===== config.mk =====
export PLATFORM = sky130hd
export DESIGN_NAME = dst_addr_filter
export DESIGN_NICKNAME = d
export VERILOG_FILES = /design/src/rtl/daf_pkg.sv /design/src/rtl/daf_addr_capture.sv /design/src/rtl/daf_classify.sv /design/src/rtl/dst_addr_filter.sv
export SDC_FILE = /design/constraint.sdc
export NUM_CORES = 1
export LEC_CHECK = 0
export BUFFER_PORTS_ARGS = -buffer_cell sky130_fd_sc_hd__buf_2
export CORE_ASPECT_RATIO = 0.7
export CORE_MARGIN = 4
export CORE_UTILIZATION = 44
export CTS_CLUSTER_DIAMETER = 40
export DETAILED_ROUTE_END_ITERATION = 6
export PLACE_DENSITY = 0.69
export SLEW_MARGIN = 20
export SYNTH_ARGS = -nofsm -noshare
export SYNTH_HDL_FRONTEND = slang
export SYNTH_HIERARCHICAL = 1
export SYNTH_SLANG_ARGS = --single-unit
export TNS_END_PERCENT = 30

===== constraint.sdc =====
create_clock -name clk -period 2.21 [get_ports clk]
set_input_delay 0.221 -clock clk [delete_from_list [all_inputs] [get_ports clk]]
set_output_delay 0.221 -clock clk [all_outputs]
set_load 0.03 [all_outputs]

===== src/rtl/daf_pkg.sv =====
package daf_pkg;

    localparam int unsigned OCTET_W = 8;
    localparam int unsigned CRC_W   = 32;

    localparam logic [CRC_W-1:0] CRC_POLY_REFL = 32'hEDB8_8320;
    localparam logic [CRC_W-1:0] CRC_SEED      = 32'hFFFF_FFFF;

    typedef enum logic [1:0] {
        CLS_UNICAST   = 2'd0,
        CLS_MULTICAST = 2'd1,
        CLS_BROADCAST = 2'd2
    } addr_class_e;

    typedef struct packed {
        addr_class_e cls;
        logic        hit;
    } verdict_t;

    // Advance a reflected CRC-32 register by one octet, LSB first.
    function automatic logic [CRC_W-1:0] crc_octet(
        input logic [CRC_W-1:0]   crc_in,
        input logic [OCTET_W-1:0] octet
    );
        logic [CRC_W-1:0] c;
        c = crc_in;
        for (int i = 0; i < OCTET_W; i++) begin
            if (c[0] ^ octet[i]) begin
                c = (c >> 1) ^ CRC_POLY_REFL;
            end else begin
                c = c >> 1;
            end
        end
        return c;
    endfunction

endpackage


===== src/rtl/daf_addr_capture.sv =====
module daf_addr_capture
    import daf_pkg::*;
#(
    parameter int unsigned ADDR_BYTES = 6,
    parameter int unsigned HASH_BITS  = 6
) (
    input  logic                          clk,
    input  logic                          rst,
    input  logic                          in_valid,
    input  logic                          in_sop,
    input  logic [OCTET_W-1:0]            in_octet,
    output logic [ADDR_BYTES*OCTET_W-1:0] addr_q,
    output logic [HASH_BITS-1:0]          hash_idx,
    output logic                          done_q
);

    localparam int unsigned ADDR_W = ADDR_BYTES * OCTET_W;
    localparam int unsigned CNT_W  = $clog2(ADDR_BYTES + 1);
    localparam logic [CNT_W-1:0] CNT_FULL = CNT_W'(ADDR_BYTES);
    localparam logic [CNT_W-1:0] CNT_LAST = CNT_W'(ADDR_BYTES - 1);

    // 0: no frame opened; 1..ADDR_BYTES-1: gathering; ADDR_BYTES: complete.
    logic [CNT_W-1:0] cnt_q;
    logic [CRC_W-1:0] crc_q;
    logic             take_first;
    logic             take_more;

    assign take_first = in_valid && in_sop;
    assign take_more  = in_valid && !in_sop && (cnt_q != '0) && (cnt_q < CNT_FULL);

    always_ff @(posedge clk) begin
        if (rst) begin
            cnt_q  <= '0;
            addr_q <= '0;
            crc_q  <= CRC_SEED;
            done_q <= 1'b0;
        end else begin
            done_q <= 1'b0;
            if (take_first) begin
                cnt_q  <= CNT_W'(1);
                addr_q <= (addr_q << OCTET_W) | ADDR_W'(in_octet);
                crc_q  <= crc_octet(CRC_SEED, in_octet);
                done_q <= (ADDR_BYTES == 1);
            end else if (take_more) begin
                cnt_q  <= cnt_q + CNT_W'(1);
                addr_q <= (addr_q << OCTET_W) | ADDR_W'(in_octet);
                crc_q  <= crc_octet(crc_q, in_octet);
                done_q <= (cnt_q == CNT_LAST);
            end
        end
    end

    assign hash_idx = crc_q[CRC_W-1 -: HASH_BITS];

endmodule


===== src/rtl/daf_classify.sv =====
module daf_classify
    import daf_pkg::*;
#(
    parameter int unsigned ADDR_BYTES = 6,
    parameter int unsigned HASH_BITS  = 6
) (
    input  logic [ADDR_BYTES*OCTET_W-1:0] addr,
    input  logic [HASH_BITS-1:0]          hash_idx,
    input  logic [ADDR_BYTES*OCTET_W-1:0] station,
    input  logic                          mcast_en,
    input  logic                          bcast_en,
    input  logic [(1<<HASH_BITS)-1:0]     hash_table,
    output verdict_t                      verdict
);

    localparam int unsigned ADDR_W    = ADDR_BYTES * OCTET_W;
    localparam int unsigned GROUP_BIT = ADDR_W - OCTET_W;

    logic [ADDR_BYTES-1:0] octet_ones;
    logic [ADDR_BYTES-1:0] octet_same;
    logic                  is_bcast;
    logic                  is_group;
    logic                  is_match;

    for (genvar g = 0; g < ADDR_BYTES; g++) begin : g_octet
        assign octet_ones[g] = &addr[g*OCTET_W +: OCTET_W];
        assign octet_same[g] = (addr[g*OCTET_W +: OCTET_W] == station[g*OCTET_W +: OCTET_W]);
    end

    assign is_bcast = &octet_ones;
    assign is_group = addr[GROUP_BIT];
    assign is_match = &octet_same;

    always_comb begin
        verdict.cls = CLS_UNICAST;
        verdict.hit = is_match;
        if (is_bcast) begin
            verdict.cls = CLS_BROADCAST;
            verdict.hit = bcast_en;
        end else if (is_group) begin
            verdict.cls = CLS_MULTICAST;
            verdict.hit = mcast_en && hash_table[hash_idx];
        end
    end

endmodule


===== src/rtl/dst_addr_filter.sv =====
module dst_addr_filter
    import daf_pkg::*;
#(
    parameter int unsigned ADDR_BYTES = 6,
    parameter int unsigned HASH_BITS  = 6
) (
    input  logic                         clk,
    input  logic                         rst,
    input  logic                         rx_valid,
    input  logic                         rx_sop,
    input  logic [7:0]                   rx_byte,
    input  logic [ADDR_BYTES*8-1:0]      cfg_station_addr,
    input  logic                         cfg_mcast_en,
    input  logic                         cfg_bcast_en,
    input  logic [(1<<HASH_BITS)-1:0]    cfg_hash_table,
    output logic                         verdict_valid,
    output logic                         verdict_accept
);

    localparam int unsigned ADDR_W = ADDR_BYTES * OCTET_W;

    logic [ADDR_W-1:0]    cap_addr;
    logic [HASH_BITS-1:0] hash_idx;
    logic                 cap_done;
    verdict_t             verdict;
    logic                 hold_q;

    daf_addr_capture #(
        .ADDR_BYTES (ADDR_BYTES),
        .HASH_BITS  (HASH_BITS)
    ) u_cap (
        .clk      (clk),
        .rst      (rst),
        .in_valid (rx_valid),
        .in_sop   (rx_sop),
        .in_octet (rx_byte),
        .addr_q   (cap_addr),
        .hash_idx (hash_idx),
        .done_q   (cap_done)
    );

    daf_classify #(
        .ADDR_BYTES (ADDR_BYTES),
        .HASH_BITS  (HASH_BITS)
    ) u_cls (
        .addr       (cap_addr),
        .hash_idx   (hash_idx),
        .station    (cfg_station_addr),
        .mcast_en   (cfg_mcast_en),
        .bcast_en   (cfg_bcast_en),
        .hash_table (cfg_hash_table),
        .verdict    (verdict)
    );

    // Verdict register: cleared by a new frame, loaded when an address completes.
    always_ff @(posedge clk) begin
        if (rst) begin
            hold_q <= 1'b0;
        end else if (rx_valid && rx_sop) begin
            hold_q <= 1'b0;
        end else if (cap_done) begin
            hold_q <= verdict.hit;
        end
    end

    assign verdict_valid  = cap_done;
    assign verdict_accept = cap_done ? verdict.hit : hold_q;

endmodule


==> impl_metrics.yaml, run 1 <==
outcome:
  status: "complete, but fails checks"
  violations: "setup timing"
die:
  ioPinCount: 128
  die_y_um: 104
  dieArea_mm2: 0.0151
  die_x_um: 145
  core_mm2: 0.0127
  start_util: 0.457
  rows: 34
clocking:
  postCtsHoldBufs: 0
  path_clk_slew_ns: 0.07
  cts_inserted_buffers: 9
  clock_path_buffers: 2
  htree_levels: 3
  cts_sinks: 85
  cts_root_buffer: "clkbuf_16"
  insertion_delay_ns: 0.34
  cts_tree: "yes"
timing:
  finalHoldViolations: 0
  fin_crit_sh: 1.22
  fmax_mhz: 372
  slew_viol_final: 0
  fin_worst_skew_ns: 0.00634
  rsz0062_at_grt: "yes"
  slew_headroom: 0.442
  worst_slack_ns: -0.480
  min_period_ns: 2.69
  setup_violations: 2
  max_slew.worst_pin.slew_ns: 0.837
worst_hold_path:
  hp-class: "primary input to register"
  worstHoldStart: "rx_byte[0]"
global_route:
  antenna_found_initial: 0
  grt_pass1_wl_mm: 29.8
  grt_max_degree: 44
  grt.total_usage: 0.244
  grt_pass1_vias: 5440
  overflow: 0
critical_path:
  slowest_delay_ns: 0.45
  cp-end-kind: "primary output"
  required_ns: 1.99
  critPathLaunch: "u_cap/addr_q[15]"
  r2r_start: "u_cap/crc_q[26]"
  cp_cell_sequence: "nor2b_1, a2111o_1, a2111oi_4, nand4_1, or4_4, o211ai_2, mux2_4, buf_6"
  crit_fanout: 2
  worst-setup-path-type: "register to primary output"
  worstPathArrival_ns: 2.47
  critPathLaunchType: "register"
  crit_slowest_cell: "or4_4"
pwr:
  p_leak_nw: 3.03
  max-vdd-ir-drop_mv: 0.394
  power_density_mw_per_mm2: 759
  total_power_mw: 5.59
final_layout:
  final_layout_size_suffix_gt1_frac: 0.306
  fillers: 1160
  multi_input_area_mm2: 0.00383
  antenna-diode-count: 0
  fin_nets: 987
  seq_area_mm2: 0.00171
  area_growth_pct: 27.0
flow_run:
  drv_cap: 0
placement:
  place_hpwl_mm: 15.1
  place_ws_ns: -0.427
  gp_congestion: 0.974
  io_buffers: 127
route:
  routed_wl_mm: 19.1
  ant_nets: 0
  vias: 5714
  via_per_inst: 5.57
  wl_per_cell_um: 18.6
  drt_first_pass_iters: 5
  drt-initial-drc-count: 529
  drc: 0
logic_synthesis:
  syn_nets: 826
  syn-instance-count: 697
  syn_area_per_cell_um2: 8.32
  syn_area_mm2: 0.00580
  yosys_warnings: 6
## layer usage
layer  track usage  share of wire
met3        0.0775          0.099
met4        0.0481          0.012
met1         0.359           0.47
met2         0.349           0.42
met5             0              0
## where the power goes
part | internal, mW | switching [mW]
clock | 0.875 | 0.651
combinational | 1.14 | 1.14
sequential | 1.64 | 0.139
total | 3.66 | 1.93
## placed cells by master (no fill, tap or decap), types with 3 or more instances in the layout
cell         n
a22oi_1      3
a221oi_1     5
nand3_1      9
o21ai_0     16
nor2b_1     11
xor2_1      37
buf_4       78
xnor2_2      8
a21oi_1     73
mux4_2       8
dfxtp_1     82
clkbuf_16    9
nor3_1      12
o22ai_1      7
mux2_2       3
buf_2      126
xnor2_1     93
nand2_1    126
mux2i_1     18
nor4_1       5
inv_1       18
a211o_1      7
ha_1         3
nor2_1      17
nand4_1     23
a211oi_1     4
## state kept, by name (all words and copies together) (netlist names)
name	cells
hold_q	1
u_cap/addr_q	48
u_cap/cnt_q	3
u_cap/crc_q	32
u_cap/done_q	1
## metrics by stage
stage / util / instances / area (um^2) / hold slack, ns / TNS (ns)
final: 0.581 / 1025 / 7370 / 0.262 / -0.607
after global routing: 0.581 / 1025 / 7370 / 0.282 / -0.844
after CTS: 0.578 / 1025 / 7320 / 0.249 / -0.629
after detailed placement: 0.550 / 1008 / 6970 / 0.480 / -0.617
after global placement: 0.550 / 1008 / 6970 / 0.466 / -0.616
after floorplan: - / 697 / 5820 / 0.428 / -0.0806
## timing repair
item                                    4_1_cts  5_1_grt
pin swaps                                     8        3
endpoints found under the setup margin        2        7
buffers inserted                              1        0
gates resized for setup                      12        5
## critical path: cells and delay by family (launching register included)
kind,cells,cell delay (ns)
mux,1,0.17
compound gates,3,0.84
buf+inv,1,0.12
simple gates,3,0.64
flops,1,0.35
## final timing paths
check,slack (ns),depth (start not counted),end
min,0.26,3,u_cap/addr_q[0]
max,-0.48,8,verdict_accept
max reg2reg,-0.13,9,hold_q
min reg2reg,0.50,2,u_cap/done_q
## layout make-up
class | count | area share
flip-flops and latches | 85 | 0.232
repair buffers | 207 | 0.172
inverters | 18 | 0.00917
clock buffers | 10 | 0.0311
clock inverters | 6 | 0.00866
multi-input cells | 537 | 0.520
well taps | 162 | 0.0275
Note: power is estimated with default switching activity, not from simulation.
==> run 2: changes to the inputs <==
--- a/config.mk
+++ b/config.mk
@@ -11,7 +11,7 @@
 export CORE_UTILIZATION = 44
 export CTS_CLUSTER_DIAMETER = 40
 export DETAILED_ROUTE_END_ITERATION = 6
-export PLACE_DENSITY = 0.69
+export PLACE_DENSITY = 0.67
 export SLEW_MARGIN = 20
 export SYNTH_ARGS = -nofsm -noshare
 export SYNTH_HDL_FRONTEND = slang
==> constraint.sdc (replaced) <==
create_clock -name clk -period 3.5 [get_ports clk]
set_input_delay 0.35 -clock clk [delete_from_list [all_inputs] [get_ports clk]]
set_output_delay 0.35 -clock clk [all_outputs]
set_load 0.03 [all_outputs]
==> impl_metrics.yaml, run 2 (synthesized netlist as in run 1, its figures left out) <==
outcome:
  status: "finished, final reports clean"
clocking:
  cts_sinks: 85
  path_clk_slew_ns: 0.06
  insertion_delay_ns: 0.34
  cts-resized-gates: 0
  cts_inserted_buffers: 9
  cts_tree: "yes"
  postCtsHoldBufs: 0
  cts_root_buffer: "clkbuf_16"
  htree_levels: 3
  clock_path_buffers: 2
  post_cts_buffers: 0
global_route:
  grt_max_degree: 64
  grt_pass1_vias: 4949
  grt.total_usage: 0.227
  grt_pass1_wl_mm: 27.8
  antenna_found_initial: 0
  overflow: 0
critical_path:
  crit_fanout: 16
  ff2ff_setup_slack_ns: 0.86
  slowest_delay_ns: 0.71
  crit_cells: 8
  crit_slowest_cell: "dfxtp_1"
  critPathLaunch: "u_cap/crc_q[26]"
  cp_common_cell: "nand4_1"
  cp.buffers_inverters: 1
  cp_cell_sequence: "mux4_2, mux2_2, a22oi_1, nand4_1, nand4_1, o211ai_2, mux2_4, buf_2"
  required_ns: 3.15
  cp-end-kind: "primary output"
  crit_family: "multiplexers"
  worstRegToRegCells: 8
  r2r_start: "u_cap/crc_q[26]"
  endpoint: "verdict_accept"
  worstPathArrival_ns: 2.92
  worst-setup-path-type: "register to primary output"
  reg2reg_to: "hold_q"
  critPathLaunchType: "register"
placement:
  io_buffers: 127
  dpl-instance-area_mm2: 0.00640
  place_hpwl_mm: 13.6
  gp_congestion: 0.920
  place_ws_ns: 0.578
pwr:
  max-vdd-ir-drop_mv: 0.267
  power_frac_seq: 0.343
  switching_share: 0.352
  combPwrFrac: 0.379
  p_sw_mw: 1.18
  p_leak_nw: 2.64
  total_power_mw: 3.36
  p_int_mw: 2.18
  p_clk_frac: 0.278
  power_density_mw_per_mm2: 501
route:
  drc: 0
  drt_first_pass_iters: 4
  wl_per_cell_um: 18.4
  vias: 5326
  via_per_inst: 5.60
  drt-initial-drc-count: 608
  ant_nets: 0
  routed_wl_mm: 17.5
timing:
  hold_ws_ns: 0.353
  fin_worst_skew_ns: 0.00422
  min_period_ns: 3.27
  worst_slack_ns: 0.229
  fmax_mhz: 306
  setup_violations: 0
  setup_tns_ns: 0
  slew_headroom: 0.408
  rsz0062_at_grt: "no"
  max_slew.worst_pin.slew_ns: 0.889
  slew_viol_final: 0
  fin_crit_sh: 0.935
  finalHoldViolations: 0
final_layout:
  fillers: 1204
  final_layout_size_suffix_gt1_frac: 0.227
  reg_top3: "u_cap/addr_q x48, u_cap/crc_q x32, u_cap/cnt_q x3"
  fin_nets: 913
  largest_reg_flops: 48
  design_area_mm2: 0.00670
  area_growth_pct: 15.5
  final_common_cell: "buf_2"
  antenna-diode-count: 0
  regMostFlops: "u_cap/addr_q"
  layout_common_cells: "buf_2 (127), nand2_1 (126), xnor2_1 (95), dfxtp_1 (85), a21oi_1 (73)"
die:
  ioPinCount: 128
  die_y_um: 104
  dieArea_mm2: 0.0151
  die_x_um: 145
  rows: 34
  core_mm2: 0.0127
  start_util: 0.457
flow_run:
  drv_cap: 0
worst_hold_path:
  hp-class: "primary input to register"
==> run 2: metal layers <==
metal,wire length [um],GRT usage
met5,0,0
met3,1650,0.0562
met2,7210,0.313
met1,8580,0.355
met4,99,0.0434
==> run 2: per-stage QoR <==
| stage | util | cells |
|---|---|---|
| detailed placement | 0.505 | 935 |
| global placement | 0.505 | 935 |
| floorplan | - | 697 |
| CTS | 0.528 | 951 |
| global route | 0.528 | 951 |
| finish | 0.528 | 951 |
==> run 2: power groups by stage <==
stage / Clock (mW) / Combinational [mW] / Sequential (mW)
floorplan: 0 / 1.05 / 1.10
global placement: 0 / 1.23 / 1.17
detailed placement: 0 / 1.24 / 1.17
CTS: 0.956 / 1.26 / 1.15
global route: 0.988 / 1.38 / 1.16
finish: 0.933 / 1.27 / 1.15
==> run 2: worst min path at each step <==
stage                                from         endpoint  slack (ns)  cells past startpoint
final                          rx_byte[4]  u_cap/addr_q[4]        0.35                      3
after global routing           rx_byte[4]  u_cap/addr_q[4]        0.37                      3
after CTS                      rx_byte[4]  u_cap/addr_q[4]        0.35                      3
after detailed placement  u_cap/crc_q[11]  u_cap/crc_q[11]        0.47                      1
after global placement     u_cap/cnt_q[2]     u_cap/done_q        0.47                      2
after floorplan            u_cap/cnt_q[2]     u_cap/done_q        0.45                      2
==> run 2: worst register-to-register path, cell delays in order (launching register included) <==
cell      delay (ns)
dfxtp_1         0.71
mux4_2          0.58
mux2_2          0.27
a22oi_1         0.25
nand4_1         0.13
nand4_1         0.12
o211ai_2        0.08
mux2_4          0.27
and2_4          0.14
==> run 2: cell type report <==
class | instances | area [um^2] | area share
multi-input combinational | 537 | 3740 | 0.558
sequential | 85 | 1700 | 0.254
timing repair buffer | 133 | 693 | 0.104
clock buffer | 10 | 239 | 0.0357
tap | 162 | 203 | 0.0303
inverter | 18 | 67.6 | 0.0101
clock inverter | 6 | 53.8 | 0.00803
==> run 3: changes to the inputs <==
--- a/config.mk
+++ b/config.mk
@@ -5,7 +5,8 @@
 export SDC_FILE = /design/constraint.sdc
 export NUM_CORES = 1
 export LEC_CHECK = 0
-export BUFFER_PORTS_ARGS = -buffer_cell sky130_fd_sc_hd__buf_2
+export BUFFER_PORTS_ARGS = -buffer_cell sky130_fd_sc_hd__buf_4
+export CAP_MARGIN = 20
 export CORE_ASPECT_RATIO = 0.7
 export CORE_MARGIN = 4
 export CORE_UTILIZATION = 44
==> impl_metrics.yaml, run 3 (synthesized netlist as in run 1, its figures left out) <==
final_layout:
  final_common_cell: "buf_4"
  final_layout_size_suffix_gt1_frac: 0.224
  area_growth_pct: 20.9
  reg_top3: "u_cap/addr_q x48, u_cap/crc_q x32, u_cap/cnt_q x3"
  utilization: 0.553
  layout_common_cells: "buf_4 (131), nand2_1 (126), xnor2_1 (95), dfxtp_1 (85), a21oi_1 (73)"
  multi_input_area_mm2: 0.00374
  regMostFlops: "u_cap/addr_q"
  fin_nets: 911
  seq_area_mm2: 0.00170
  stdcell_count: 949
  fillers: 1159
  design_area_mm2: 0.00701
  antenna-diode-count: 0
  largest_reg_flops: 48
placement:
  dpl-instance-area_mm2: 0.00669
  io_buffers: 127
  place_hpwl_mm: 13.5
  dp.cells: 933
  gp_congestion: 0.922
critical_path:
  cp_cell_sequence: "mux4_2, mux2_2, a22oi_1, nand4_1, nand4_1, o211ai_2, mux2_4, buf_4"
  reg2reg_to: "hold_q"
  worstPathArrival_ns: 2.91
  cp_common_cell: "nand4_1"
  cp-end-kind: "primary output"
  crit_slowest_cell: "dfxtp_1"
  ff2ff_setup_slack_ns: 0.86
  crit_fanout: 16
  worstRegToRegCells: 8
  slowest_delay_ns: 0.73
  required_ns: 3.15
  worst-setup-path-type: "register to primary output"
  r2r_start: "u_cap/crc_q[26]"
  critPathLaunchType: "register"
route:
  wl_per_cell_um: 18.9
  vias: 5371
  routed_wl_mm: 17.9
  drc: 0
  ant_nets: 0
  drt_first_pass_iters: 5
  drt-initial-drc-count: 599
  via_per_inst: 5.66
clocking:
  insertion_delay_ns: 0.34
  htree_levels: 3
  post_cts_buffers: 0
  path_clk_slew_ns: 0.06
  cts_sinks: 85
  cts_inserted_buffers: 9
  cts_tree: "yes"
  cts-resized-gates: 0
  cts_root_buffer: "clkbuf_16"
  postCtsHoldBufs: 0
  clock_path_buffers: 2
pwr:
  switching_share: 0.332
  p_clk_frac: 0.293
  max-vdd-ir-drop_mv: 0.323
  p_int_mw: 2.32
  power_frac_seq: 0.330
  p_leak_nw: 2.75
  power_density_mw_per_mm2: 496
  p_sw_mw: 1.15
  combPwrFrac: 0.376
die:
  start_util: 0.457
  rows: 34
  die_y_um: 104
  ioPinCount: 128
  dieArea_mm2: 0.0151
  core_mm2: 0.0127
  die_x_um: 145
worst_hold_path:
  worst_hold_path.endpoint: "u_cap/addr_q[4]"
  hp-class: "primary input to register"
  worstHoldStart: "rx_byte[4]"
  hold_depth: 3
timing:
  finalHoldViolations: 0
  min_period_ns: 3.26
  slew_viol_final: 0
  setup_violations: 0
  fin_crit_sh: 0.933
  max_slew.worst_pin.slew_ns: 1.03
  rsz0062_at_grt: "no"
  fin_worst_skew_ns: 0.00627
  slew_headroom: 0.309
  setup_tns_ns: 0
  fmax_mhz: 306
global_route:
  grt.total_usage: 0.231
  grt_pass1_vias: 5172
  antenna_found_initial: 0
  grt_max_degree: 89
  overflow: 0
  grt_pass1_wl_mm: 28.1
outcome:
  status: "finished, final reports clean"
flow_run:
  drv_cap: 0
-- run 3: through the flow --
step / hold slack [ns] / power, mW / setup WS [ns]
after floorplan: 0.453 / 2.15 / 0.991
after global placement: 0.468 / 2.43 / 0.640
after detailed placement: 0.473 / 2.45 / 0.567
after CTS: 0.324 / 3.49 / 0.189
after global routing: 0.341 / 3.65 / 0.0292
final: 0.329 / 3.48 / 0.236
-- run 3: worst max-delay path by stage --
stage	from	endpoint	slack [ns]
after floorplan	u_cap/crc_q[27]	verdict_accept	0.99
after global placement	u_cap/crc_q[26]	verdict_accept	0.64
after detailed placement	u_cap/crc_q[26]	verdict_accept	0.57
after CTS	u_cap/crc_q[26]	verdict_accept	0.19
after global routing	u_cap/crc_q[26]	verdict_accept	0.03
final	u_cap/crc_q[26]	verdict_accept	0.24
-- run 3: area by class of cell --
class                   instances  share of cell area
clock inverters                 6              0.0123
flip-flops and latches         85               0.243
repair buffers                131               0.140
inverters                      18             0.00964
multi-input cells             537               0.533
well taps                     162              0.0289
clock buffers                  10              0.0327
-- run 3: worst max-delay path: cells and delay by family (launching register included) --
family	cells	cell delay, ns
multiplexers	3	1.13
flip-flops	1	0.73
AO/OA/AOI/OAI	2	0.29
AND/OR/NAND/NOR	2	0.24
buffers and inverters	1	0.17
-- run 3: per-layer routing --
layer	part of all wire	track usage
met1	0.47	0.340
met2	0.42	0.337
met3	0.11	0.0618
met4	0.0092	0.0501
met5	0	0
-- run 3: power groups by stage --
stage	clock network, mW	logic (mW)	registers [mW]
2_1_floorplan	0	1.05	1.10
3_3_place_gp	0	1.27	1.16
3_5_place_dp	0	1.29	1.17
4_1_cts	1.04	1.30	1.15
5_1_grt	1.07	1.42	1.16
6_report	1.02	1.31	1.15
